File: src/rtl/dma_ctl_pkg.sv
package dma_ctl_pkg;
  typedef struct packed {
    logic wr_cmd;
    logic wr_req;
    logic wr_single;
    logic wr_mode;
    logic wr_ff;
    logic wr_clrmask;
    logic wr_mclr;
    logic wr_all;
    logic rd_status;
    logic rd_mode;
    logic rd_clrptr;
    logic rd_hit;
  } dma_ops_t;

  localparam logic [2:0] OP_C0 = 3'd0;
  localparam logic [2:0] OP_C1 = 3'd1;
  localparam logic [2:0] OP_C2 = 3'd2;
  localparam logic [2:0] OP_C3 = 3'd3;
  localparam logic [2:0] OP_C4 = 3'd4;
  localparam logic [2:0] OP_C5 = 3'd5;
  localparam logic [2:0] OP_C6 = 3'd6;
  localparam logic [2:0] OP_C7 = 3'd7;
endpackage

File: src/rtl/dma_cmd_decode.sv
module dma_cmd_decode
  import dma_ctl_pkg::*;
#(
  parameter int AW = 4
) (
  input  logic [AW-1:0]   addr,
  input  logic            rd_en,
  input  logic            wr_en,
  output logic [2:0]      sel,
  output dma_ops_t        ops
);
  logic hit;
  logic wr, rd;

  assign hit = addr[AW-1];
  assign sel = addr[2:0];
  assign wr  = hit & wr_en;
  assign rd  = hit & rd_en;

  always_comb begin
    ops            = '0;
    ops.rd_hit     = rd;
    ops.wr_cmd     = wr && (sel == OP_C0);
    ops.wr_req     = wr && (sel == OP_C1);
    ops.wr_single  = wr && (sel == OP_C2);
    ops.wr_mode    = wr && (sel == OP_C3);
    ops.wr_ff      = wr && (sel == OP_C4);
    ops.wr_clrmask = wr && (sel == OP_C5);
    ops.wr_mclr    = wr && (sel == OP_C6);
    ops.wr_all     = wr && (sel == OP_C7);
    ops.rd_status  = rd && (sel == OP_C0);
    ops.rd_mode    = rd && (sel == OP_C3);
    ops.rd_clrptr  = rd && (sel == OP_C6);
  end
endmodule

File: src/rtl/dma_chan_bits.sv
module dma_chan_bits
  import dma_ctl_pkg::*;
#(
  parameter int NCH = 4,
  parameter int DW  = 8
) (
  input  logic           clk,
  input  logic           rst,
  input  dma_ops_t       ops,
  input  logic [DW-1:0]  din,
  input  logic           wide,
  input  logic           wide_exit,
  output logic [NCH-1:0] mask,
  output logic [NCH-1:0] width
);
  localparam int CW   = (NCH > 1) ? $clog2(NCH) : 1;
  localparam int VALB = CW;
  localparam int SELB = CW + 1;

  logic [CW-1:0] ch;
  assign ch = din[CW-1:0];

  always_ff @(posedge clk) begin
    if (rst) begin
      mask  <= '1;
      width <= '0;
    end else begin
      if (ops.wr_mclr)
        mask <= '1;
      else if (ops.wr_clrmask)
        mask <= '0;
      else if (ops.wr_all)
        mask <= din[NCH-1:0];
      else if (ops.wr_single && !din[SELB])
        mask[ch] <= din[VALB];

      if (wide_exit)
        width <= '0;
      else if (wide && ops.wr_all)
        width <= din[2*NCH-1:NCH];
      else if (wide && ops.wr_single && din[SELB])
        width[ch] <= din[VALB];
    end
  end
endmodule

File: src/rtl/dma_mode_bank.sv
module dma_mode_bank #(
  parameter int NCH = 4,
  parameter int DW  = 8
) (
  input  logic              clk,
  input  logic              rst,
  input  logic              wr,
  input  logic              rd,
  input  logic              clr,
  input  logic [DW-1:0]     din,
  output logic [DW-1:0]     rdata,
  output logic [$clog2(NCH)-1:0] ptr,
  output logic [NCH*DW-1:0] flat
);
  localparam int CW = $clog2(NCH);

  logic [DW-1:0] mode_q [NCH];

  for (genvar g = 0; g < NCH; g++) begin : g_mode
    always_ff @(posedge clk) begin
      if (rst)
        mode_q[g] <= '0;
      else if (wr && din[CW-1:0] == CW'(g))
        mode_q[g] <= din;
    end
    assign flat[g*DW +: DW] = mode_q[g];
  end

  always_ff @(posedge clk) begin
    if (rst || clr)
      ptr <= '0;
    else if (rd)
      ptr <= (ptr == CW'(NCH-1)) ? '0 : ptr + 1'b1;
  end

  assign rdata = mode_q[ptr];
endmodule

File: src/rtl/dma_ctl_regs.sv
module dma_ctl_regs
  import dma_ctl_pkg::*;
#(
  parameter int NCH = 4,
  parameter int DW  = 8,
  parameter int AW  = 4,
  parameter int TW  = 16
) (
  input  logic                   clk,
  input  logic                   rst,
  input  logic [AW-1:0]          addr,
  input  logic [DW-1:0]          din,
  input  logic                   rd_en,
  input  logic                   wr_en,
  output logic [DW-1:0]          dout,
  input  logic [NCH-1:0]         tc_in,
  input  logic                   tmp_load,
  input  logic [TW-1:0]          tmp_data,
  input  logic                   eng_idle,
  output logic [DW-1:0]          cmd_o,
  output logic [NCH-1:0]         mask_o,
  output logic [NCH-1:0]         width_o,
  output logic                   wide_o,
  output logic [NCH-1:0]         swreq_o,
  output logic                   ff_o,
  output logic [$clog2(NCH)-1:0] mode_ptr_o,
  output logic [NCH*DW-1:0]      mode_o
);
  localparam int CW      = $clog2(NCH);
  localparam int VALB    = CW;
  localparam int WIDE_EN = DW - 1;

  dma_ops_t      ops;
  logic [2:0]    sel;
  logic [NCH-1:0] tc_q;
  logic [DW-1:0] tmp_q;
  logic          pend_q;
  logic          wide_exit;
  logic [DW-1:0] mode_rd;
  logic [DW-1:0] rdata;

  dma_cmd_decode #(.AW(AW)) u_dec (
    .addr(addr), .rd_en(rd_en), .wr_en(wr_en), .sel(sel), .ops(ops)
  );

  assign wide_exit = pend_q & eng_idle;

  dma_chan_bits #(.NCH(NCH), .DW(DW)) u_bits (
    .clk(clk), .rst(rst), .ops(ops), .din(din),
    .wide(wide_o), .wide_exit(wide_exit),
    .mask(mask_o), .width(width_o)
  );

  dma_mode_bank #(.NCH(NCH), .DW(DW)) u_mode (
    .clk(clk), .rst(rst), .wr(ops.wr_mode), .rd(ops.rd_mode),
    .clr(ops.rd_clrptr | ops.wr_mclr), .din(din),
    .rdata(mode_rd), .ptr(mode_ptr_o), .flat(mode_o)
  );

  always_ff @(posedge clk) begin
    if (rst) begin
      cmd_o   <= '0;
      swreq_o <= '0;
      tc_q    <= '0;
      tmp_q   <= '0;
      ff_o    <= 1'b0;
      wide_o  <= 1'b0;
      pend_q  <= 1'b0;
    end else begin
      if (wide_exit) begin
        wide_o <= 1'b0;
        pend_q <= 1'b0;
      end
      if (ops.wr_mclr) begin
        cmd_o   <= '0;
        swreq_o <= '0;
        tc_q    <= '0;
        tmp_q   <= '0;
        ff_o    <= 1'b0;
        pend_q  <= wide_o & ~wide_exit;
      end else begin
        if (ops.wr_cmd) begin
          cmd_o <= din;
          if (din[WIDE_EN]) begin
            wide_o <= 1'b1;
            pend_q <= 1'b0;
          end
        end
        if (ops.wr_req)
          swreq_o[din[CW-1:0]] <= din[VALB];
        tc_q <= (ops.rd_status ? '0 : tc_q) | tc_in;
        if (tmp_load)
          tmp_q <= tmp_data[DW-1:0];
        if (ops.wr_ff)
          ff_o <= din[0];
      end
    end
  end

  always_comb begin
    rdata = '0;
    case (sel)
      OP_C0:   rdata = DW'({swreq_o, tc_q});
      OP_C1:   rdata = cmd_o;
      OP_C2:   rdata = DW'(swreq_o);
      OP_C3:   rdata = mode_rd;
      OP_C4:   rdata = tmp_q;
      OP_C5:   rdata = DW'({width_o, mask_o});
      default: rdata = '0;
    endcase
  end

  assign dout = ops.rd_hit ? rdata : '0;
endmodule

File: config.mk
export PLATFORM = sky130hd
export DESIGN_NAME = dma_ctl_regs
export DESIGN_NICKNAME = d
export VERILOG_FILES = /design/src/rtl/dma_ctl_pkg.sv /design/src/rtl/dma_cmd_decode.sv /design/src/rtl/dma_chan_bits.sv /design/src/rtl/dma_mode_bank.sv /design/src/rtl/dma_ctl_regs.sv
export SDC_FILE = /design/constraint.sdc
export NUM_CORES = 1
export LEC_CHECK = 0
export BUFFER_PORTS_ARGS = -buffer_cell sky130_fd_sc_hd__buf_2
export CORE_ASPECT_RATIO = 1.4
export CORE_UTILIZATION = 40
export CTS_CLUSTER_DIAMETER = 60
export DETAILED_ROUTE_END_ITERATION = 8
export SETUP_SLACK_MARGIN = 0.2
export SYNTH_ARGS = -nofsm -noshare
export SYNTH_HDL_FRONTEND = slang
export SYNTH_SLANG_ARGS = --single-unit
File: constraint.sdc
create_clock -name clk -period 1.6 [get_ports clk]
set_input_delay 0.16 -clock clk [delete_from_list [all_inputs] [get_ports clk]]
set_output_delay 0.16 -clock clk [all_outputs]
set_load 0.05 [all_outputs]
==> flow_metrics.env, run 1 <==
export IMPL_crit_chain="mux4_2 > mux2i_1 > or3_4 > a21oi_4 > buf_6"
export IMPL_clock_skew_final_ns=0.00492
export IMPL_drv_slew=0
export IMPL_vias=3101
export IMPL_rows=40
export IMPL_fp_coreArea_um2=8560
export IMPL_final_cells=566
export IMPL_cts_sinks=71
export IMPL_slowest_stage="dfxtp_4"
export IMPL_vias_per_cell=5.48
export IMPL_grt_pass1_vias=3018
export IMPL_required_ns=1.44
export IMPL_crit_family="multiplexers"
export IMPL_placedCellCount=550
export IMPL_cts_buffers=9
export IMPL_period_share_pct=123
export IMPL_port_buffers=93
export IMPL_drt_pass1_iter_count=5
export IMPL_hpwl_um=8070
export IMPL_routed_wl_um=10400
export IMPL_status="finished, violations left"
export IMPL_crit_arrival_ns=1.80
export IMPL_syn_to_final_growth_pct=40.2
export IMPL_switchingPower_mw=1.30
export IMPL_power_density_nw_per_um2=1020
export IMPL_synth_top_area_share_pct=27.2
export IMPL_synth_seq_cells=71
export IMPL_p_comb_share_pct=15.1
export IMPL_layout_cells_most_common="buf_2"
export IMPL_ctsHoldBuffers=0
export IMPL_ant_nets=0
export IMPL_antenna_found_initial=0
export IMPL_synth_main_ff_cell="dfxtp_1"
export IMPL_gr_total_overflow=0
export IMPL_track_usage_pct=24.3
export IMPL_htreeDepth=3
export IMPL_synth_edff_count=32
export IMPL_hold_violations=0
export IMPL_finalCriticalPeriod_ns=1.96
export IMPL_nets=495
export IMPL_drtIter0Drc=138
export IMPL_clockRootBuffer="clkbuf_16"
export IMPL_clk_pin_slew_ns=0.06
export IMPL_synth_largest_area_cell="edfxtp_1"
export IMPL_p_total_mw=5.05
export IMPL_cts_setup_buffers=0
export IMPL_wl_per_cell_um=18.4
export IMPL_drc=0
export IMPL_ios=102
export IMPL_finalSetupViolCount=8
export IMPL_stdcell_area_um2=4950
export IMPL_fill_cells=756
export IMPL_globalplace_congestion=0.845
export IMPL_p_seq_share_pct=39.9
export IMPL_drv_cap=0
export IMPL_antenna_diode_count=0
export IMPL_p_leak_nw=2.03
export IMPL_grt_max_degree=18
export IMPL_violations="negative setup slack"
export IMPL_ys_top_cells_by_area="edfxtp_1, dfxtp_1, mux4_2, mux2i_1, and2_1"
export IMPL_placedInstanceArea_um2=4530
export IMPL_critPathBufInv=1
export IMPL_grt_setup_unrepaired="true"
export IMPL_startpoint_type="flip-flop"
export IMPL_tritoncts="built"
export IMPL_critPathMaxStageDelay_ns=0.36
export IMPL_die_h_um=113
export IMPL_holdWs_ns=0.0247
export IMPL_worstSetupPathType="reg2out"
export IMPL_layout_drive_gt1_share_pct=44.3
export IMPL_die_x_um=81.4
export IMPL_grt_first_pass_wirelength_um=16100
export IMPL_crit_path_end_kind="output pin"
export IMPL_ir_worst_vdd_mv=0.628
export IMPL_start_util_pct=41.2
export IMPL_final_cell_mix="buf_2, buf_4, dfxtp_1"
export IMPL_setup_ws_ns=-0.365
export IMPL_internal_power_mw=3.75
export IMPL_yosysWarnings=0
export IMPL_pre_cts_ws_ns=-0.191
export IMPL_synth_cells=323
export IMPL_swShare_pct=25.7
export IMPL_ys_seq_area_share_pct=49.4
export IMPL_cts_path_max_buffers=2
export IMPL_p_clk_share_pct=45.0
export IMPL_max_freq_mhz=509
export IMPL_die_area_um2=9210
export IMPL_avgSynthCellArea_um2=10.9
export IMPL_syn_area_um2=3530
export IMPL_hold_class="in2reg"
export IMPL_insertion_delay_ns=0.34
export IMPL_async_flop_share_pct=0
export IMPL_crit_path_max_fanout=3
export IMPL_ys_types=48
export IMPL_fin_setup_tns_ns=-2.64
export IMPL_final_core_util_pct=57.8
-- sequential cells by signal (all words and copies together) (netlist names), named ones only --
register / flops
cmd_o: 8
swreq_o: 4
wide_o: 1
u_mode.ptr: 2
tc_q: 4
ff_o: 1
u_bits.width: 4
pend_q: 1
tmp_q: 8
u_bits.mask: 4
u_mode.mode_q: 32
-- cell type report --
cell class	instances	area, um^2	area share, %
Clock inverter	6	110	2.23
Clock buffer	10	229	4.63
Timing Repair Buffer	143	956	19.3
Sequential cell	71	1750	35.4
Multi-Input combinational cell	230	1770	35.7
Inverter	1	3.75	0.0759
Tap cell	105	131	2.65
-- synth_stat cells, types with 2 or more instances --
| library cell | count |
|---|---|
| mux2i_1 | 22 |
| buf_6 | 7 |
| dfxtp_1 | 39 |
| a221o_1 | 4 |
| nand3_1 | 13 |
| a21o_1 | 3 |
| a31oi_1 | 5 |
| mux4_2 | 13 |
| nand4_1 | 5 |
| o21ai_0 | 7 |
| clkbuf_1 | 8 |
| nor3_1 | 6 |
| nand2b_1 | 5 |
| nor2b_1 | 2 |
| nor2_1 | 27 |
| nand2_1 | 20 |
| and3b_1 | 2 |
| or3_1 | 2 |
| buf_2 | 5 |
| a22oi_1 | 4 |
| a21oi_2 | 4 |
| edfxtp_1 | 32 |
| buf_1 | 2 |
| or3b_2 | 2 |
| a21oi_1 | 27 |
| o211ai_1 | 4 |
| nor2_2 | 3 |
| and2_1 | 27 |
| nor4_1 | 3 |
| and4b_1 | 2 |
-- power by group through the flow --
stage | clock [mW] | sequential [mW] | combinational [mW]
3_5_place_dp | 0 | 2.06 | 0.741
2_1_floorplan | 0 | 2.24 | 0.296
5_1_grt | 2.38 | 2.03 | 0.806
3_3_place_gp | 0 | 2.06 | 0.734
4_1_cts | 2.30 | 2.02 | 0.754
6_report | 2.27 | 2.02 | 0.762
-- tightest hold or removal path, cell delays in order --
cell	delay, ns
buf_2	0.07
a21oi_1	0.03
nor2_1	0.06
-- what timing repair did --
| action | in CTS | in global routing |
|---|---|---|
| resized for setup | 19 | 4 |
| setup endpoints to repair | 8 | 16 |
| pin swaps | 5 | 4 |
-- worst paths after layout --
path / start / endpoint / slack (ns) / depth (start not counted)
min reg2reg: ff_o / ff_o / 0.45 / 2
min: tc_in[1] / tc_q[1] / 0.02 / 3
max: flip-flop / dout[3] / -0.36 / 5
max reg2reg: wide_o / u_bits.width[2] / 0.32 / 4
-- per-layer routing --
| layer | global-route usage, % | wire length (um) | vias up |
|---|---|---|---|
| met5 | 0 | 0 | - |
| met4 | 11.2 | 273 | 0 |
| met3 | 4.11 | 523 | 19 |
| met2 | 44.1 | 5660 | 108 |
| met1 | 26.7 | 3980 | 1513 |
| li1 | - | - | 1461 |
-- kinds of logic after synthesis --
logic type / Yosys count / share of synthesized area [%]
compound gates: 64 / 11.7
fa+ha+maj: 1 / 0.355
buf+inv: 25 / 4.47
flops: 71 / 49.4
mux: 35 / 14.5
other cells: 1 / 0.106
simple gates: 126 / 19.5
Power figures use the tool's default switching activity.
==> run 2: changes to the inputs <==
Settings changed: SKIP_CTS_REPAIR_TIMING from default to 1.
==> run 2 against run 1 <==
The flow still finishes with violations (negative setup slack). Register-to-register slack is essentially flat. Setup slack got worse by 0.029 ns. Sequential share of layout area increased by 0.16 points. Total power hardly changed.
==> flow_metrics.env, run 2 (synthesis gave the netlist of run 1 again) <==
export IMPL_status="finished, violations left"
export IMPL_violations="negative setup slack"
export IMPL_grt_setup_unrepaired="true"
export IMPL_pre_cts_ws_ns=-0.191
export IMPL_switchingPower_mw=1.30
export IMPL_wl_met2_um=5620
export IMPL_fp_coreArea_um2=8560
export IMPL_worstHoldStart="tc_in[0]"
export IMPL_fill_cells=762
export IMPL_p_clk_share_pct=45.0
export IMPL_r2r_end="u_bits.width[2]"
export IMPL_crit_chain="buf_12 > mux4_2 > mux2i_4 > a21oi_4 > buf_2"
export IMPL_regMostFlops="u_mode.mode_q"
export IMPL_power_density_nw_per_um2=1020
export IMPL_p_seq_share_pct=39.9
export IMPL_htreeDepth=3
export IMPL_setup_ws_ns=-0.393
export IMPL_drc=0
export IMPL_hold_violations=0
export IMPL_placedInstanceArea_um2=4530
export IMPL_internal_power_mw=3.75
export IMPL_vias=3107
export IMPL_slowest_stage="mux4_2"
export IMPL_whs_endpoint="tc_q[0]"
export IMPL_drtIter0Drc=128
export IMPL_swShare_pct=25.7
export IMPL_layout_drive_gt1_share_pct=44.3
export IMPL_syn_to_final_growth_pct=39.6
export IMPL_insertion_delay_ns=0.34
export IMPL_largest_reg_flops=32
export IMPL_crit_path_end_kind="output pin"
export IMPL_gr_total_overflow=0
export IMPL_finalSetupViolCount=8
export IMPL_clk_pin_slew_ns=0.06
export IMPL_p_comb_share_pct=15.0
export IMPL_r2r_slack_ns=0.32
export IMPL_worstSetupPathType="reg2out"
export IMPL_wl_per_cell_um=18.4
export IMPL_m1WireLength_um=4000
export IMPL_r2r_start="wide_o"
export IMPL_vias_per_cell=5.49
export IMPL_grt_pass1_vias=3015
export IMPL_port_buffers=93
export IMPL_routed_wl_um=10400
export IMPL_critPathMaxStageDelay_ns=0.55
export IMPL_highest_layer="met4"
export IMPL_globalplace_congestion=0.845
export IMPL_p_total_mw=5.05
export IMPL_finalCriticalPeriod_ns=1.99
export IMPL_holdPathStages=3
export IMPL_period_share_pct=125
export IMPL_ant_nets=0
export IMPL_crit_path_max_fanout=4
export IMPL_tritoncts="built"
export IMPL_die_area_um2=9210
export IMPL_grt_first_pass_wirelength_um=16100
export IMPL_grt_max_degree=18
export IMPL_layout_cells_most_common="buf_2"
export IMPL_antenna_found_initial=0
export IMPL_final_cells=566
export IMPL_max_freq_mhz=502
export IMPL_rr_worst_depth=4
export IMPL_reg_top3="u_mode.mode_q (32), cmd_o (8), tmp_q (8)"
export IMPL_die_x_um=81.4
export IMPL_crit_arrival_ns=1.83
export IMPL_ir_worst_vdd_mv=0.628
export IMPL_p_leak_nw=2.02
export IMPL_final_cell_mix="buf_2, buf_4, dfxtp_1"
export IMPL_drv_slew=0
export IMPL_die_h_um=113
export IMPL_hold_class="in2reg"
export IMPL_required_ns=1.44
export IMPL_stdcell_area_um2=4930
export IMPL_clockRootBuffer="clkbuf_16"
export IMPL_cts_sinks=71
export IMPL_start_util_pct=41.2
export IMPL_startpoint_type="flip-flop"
export IMPL_placedCellCount=550
export IMPL_cts_buffers=9
export IMPL_track_usage_pct=24.3
export IMPL_cts_path_max_buffers=2
export IMPL_antenna_diode_count=0
export IMPL_drv_cap=0
export IMPL_nets=495
export IMPL_drt_pass1_iter_count=4
export IMPL_rows=40
export IMPL_hpwl_um=8070
export IMPL_routed_wl_met3_um=536
export IMPL_clock_skew_final_ns=0.00457
export IMPL_fin_setup_tns_ns=-2.87
export IMPL_ios=102
[run 2: cell counts in the layout (fill, tap and decap cells not counted)]
Identical to the previous run, type by type.
[run 2: layer usage]
| layer | track usage (%) | vias up |
|---|---|---|
| li1 | - | 1459 |
| met1 | 26.7 | 1516 |
| met2 | 44.1 | 113 |
| met3 | 4.11 | 19 |
| met4 | 11.2 | 0 |
| met5 | 0 | - |
[run 2: final cells by class]
cell class | count | area [um^2] | area share, %
repair buffers | 143 | 933 | 18.9
clock buffers | 10 | 229 | 4.65
flip-flops and latches | 71 | 1750 | 35.5
multi-input cells | 230 | 1770 | 35.9
inverters | 1 | 3.75 | 0.0762
clock inverters | 6 | 110 | 2.24
well taps | 105 | 131 | 2.67
[run 2: through the flow]
stage	utilization, %	hold WS (ns)
finish	57.6	0.0264
global placement	52.9	0.364
detailed placement	52.9	0.375
floorplan	-	0.277
global route	57.6	0.0524
CTS	56.9	0.0221
[run 2: worst max-delay path by stage]
stage                                    from       to  slack [ns]
after floorplan           u_mode.mode_q[1][3]  dout[3]       -0.26
after global placement              flip-flop  dout[1]       -0.15
after detailed placement            flip-flop  dout[1]       -0.19
after CTS                           flip-flop  dout[1]       -0.55
after global routing                flip-flop  dout[6]       -0.45
final                               flip-flop  dout[1]       -0.39
[run 2: critical path, delay by kind of cell, from the launching register on]
family / cells / cell delay, ns
DFF: 1 / 0.38
AOI/OAI and AO/OA: 1 / 0.06
buffers and inverters: 2 / 0.33
muxes: 2 / 0.73
[run 2: power by group through the flow]
stage / combinational [mW] / clock [mW] / sequential [mW]
global route: 0.802 / 2.38 / 2.03
global placement: 0.734 / 0 / 2.06
CTS: 0.746 / 2.30 / 2.02
finish: 0.758 / 2.27 / 2.02
floorplan: 0.296 / 0 / 2.24
detailed placement: 0.741 / 0 / 2.06
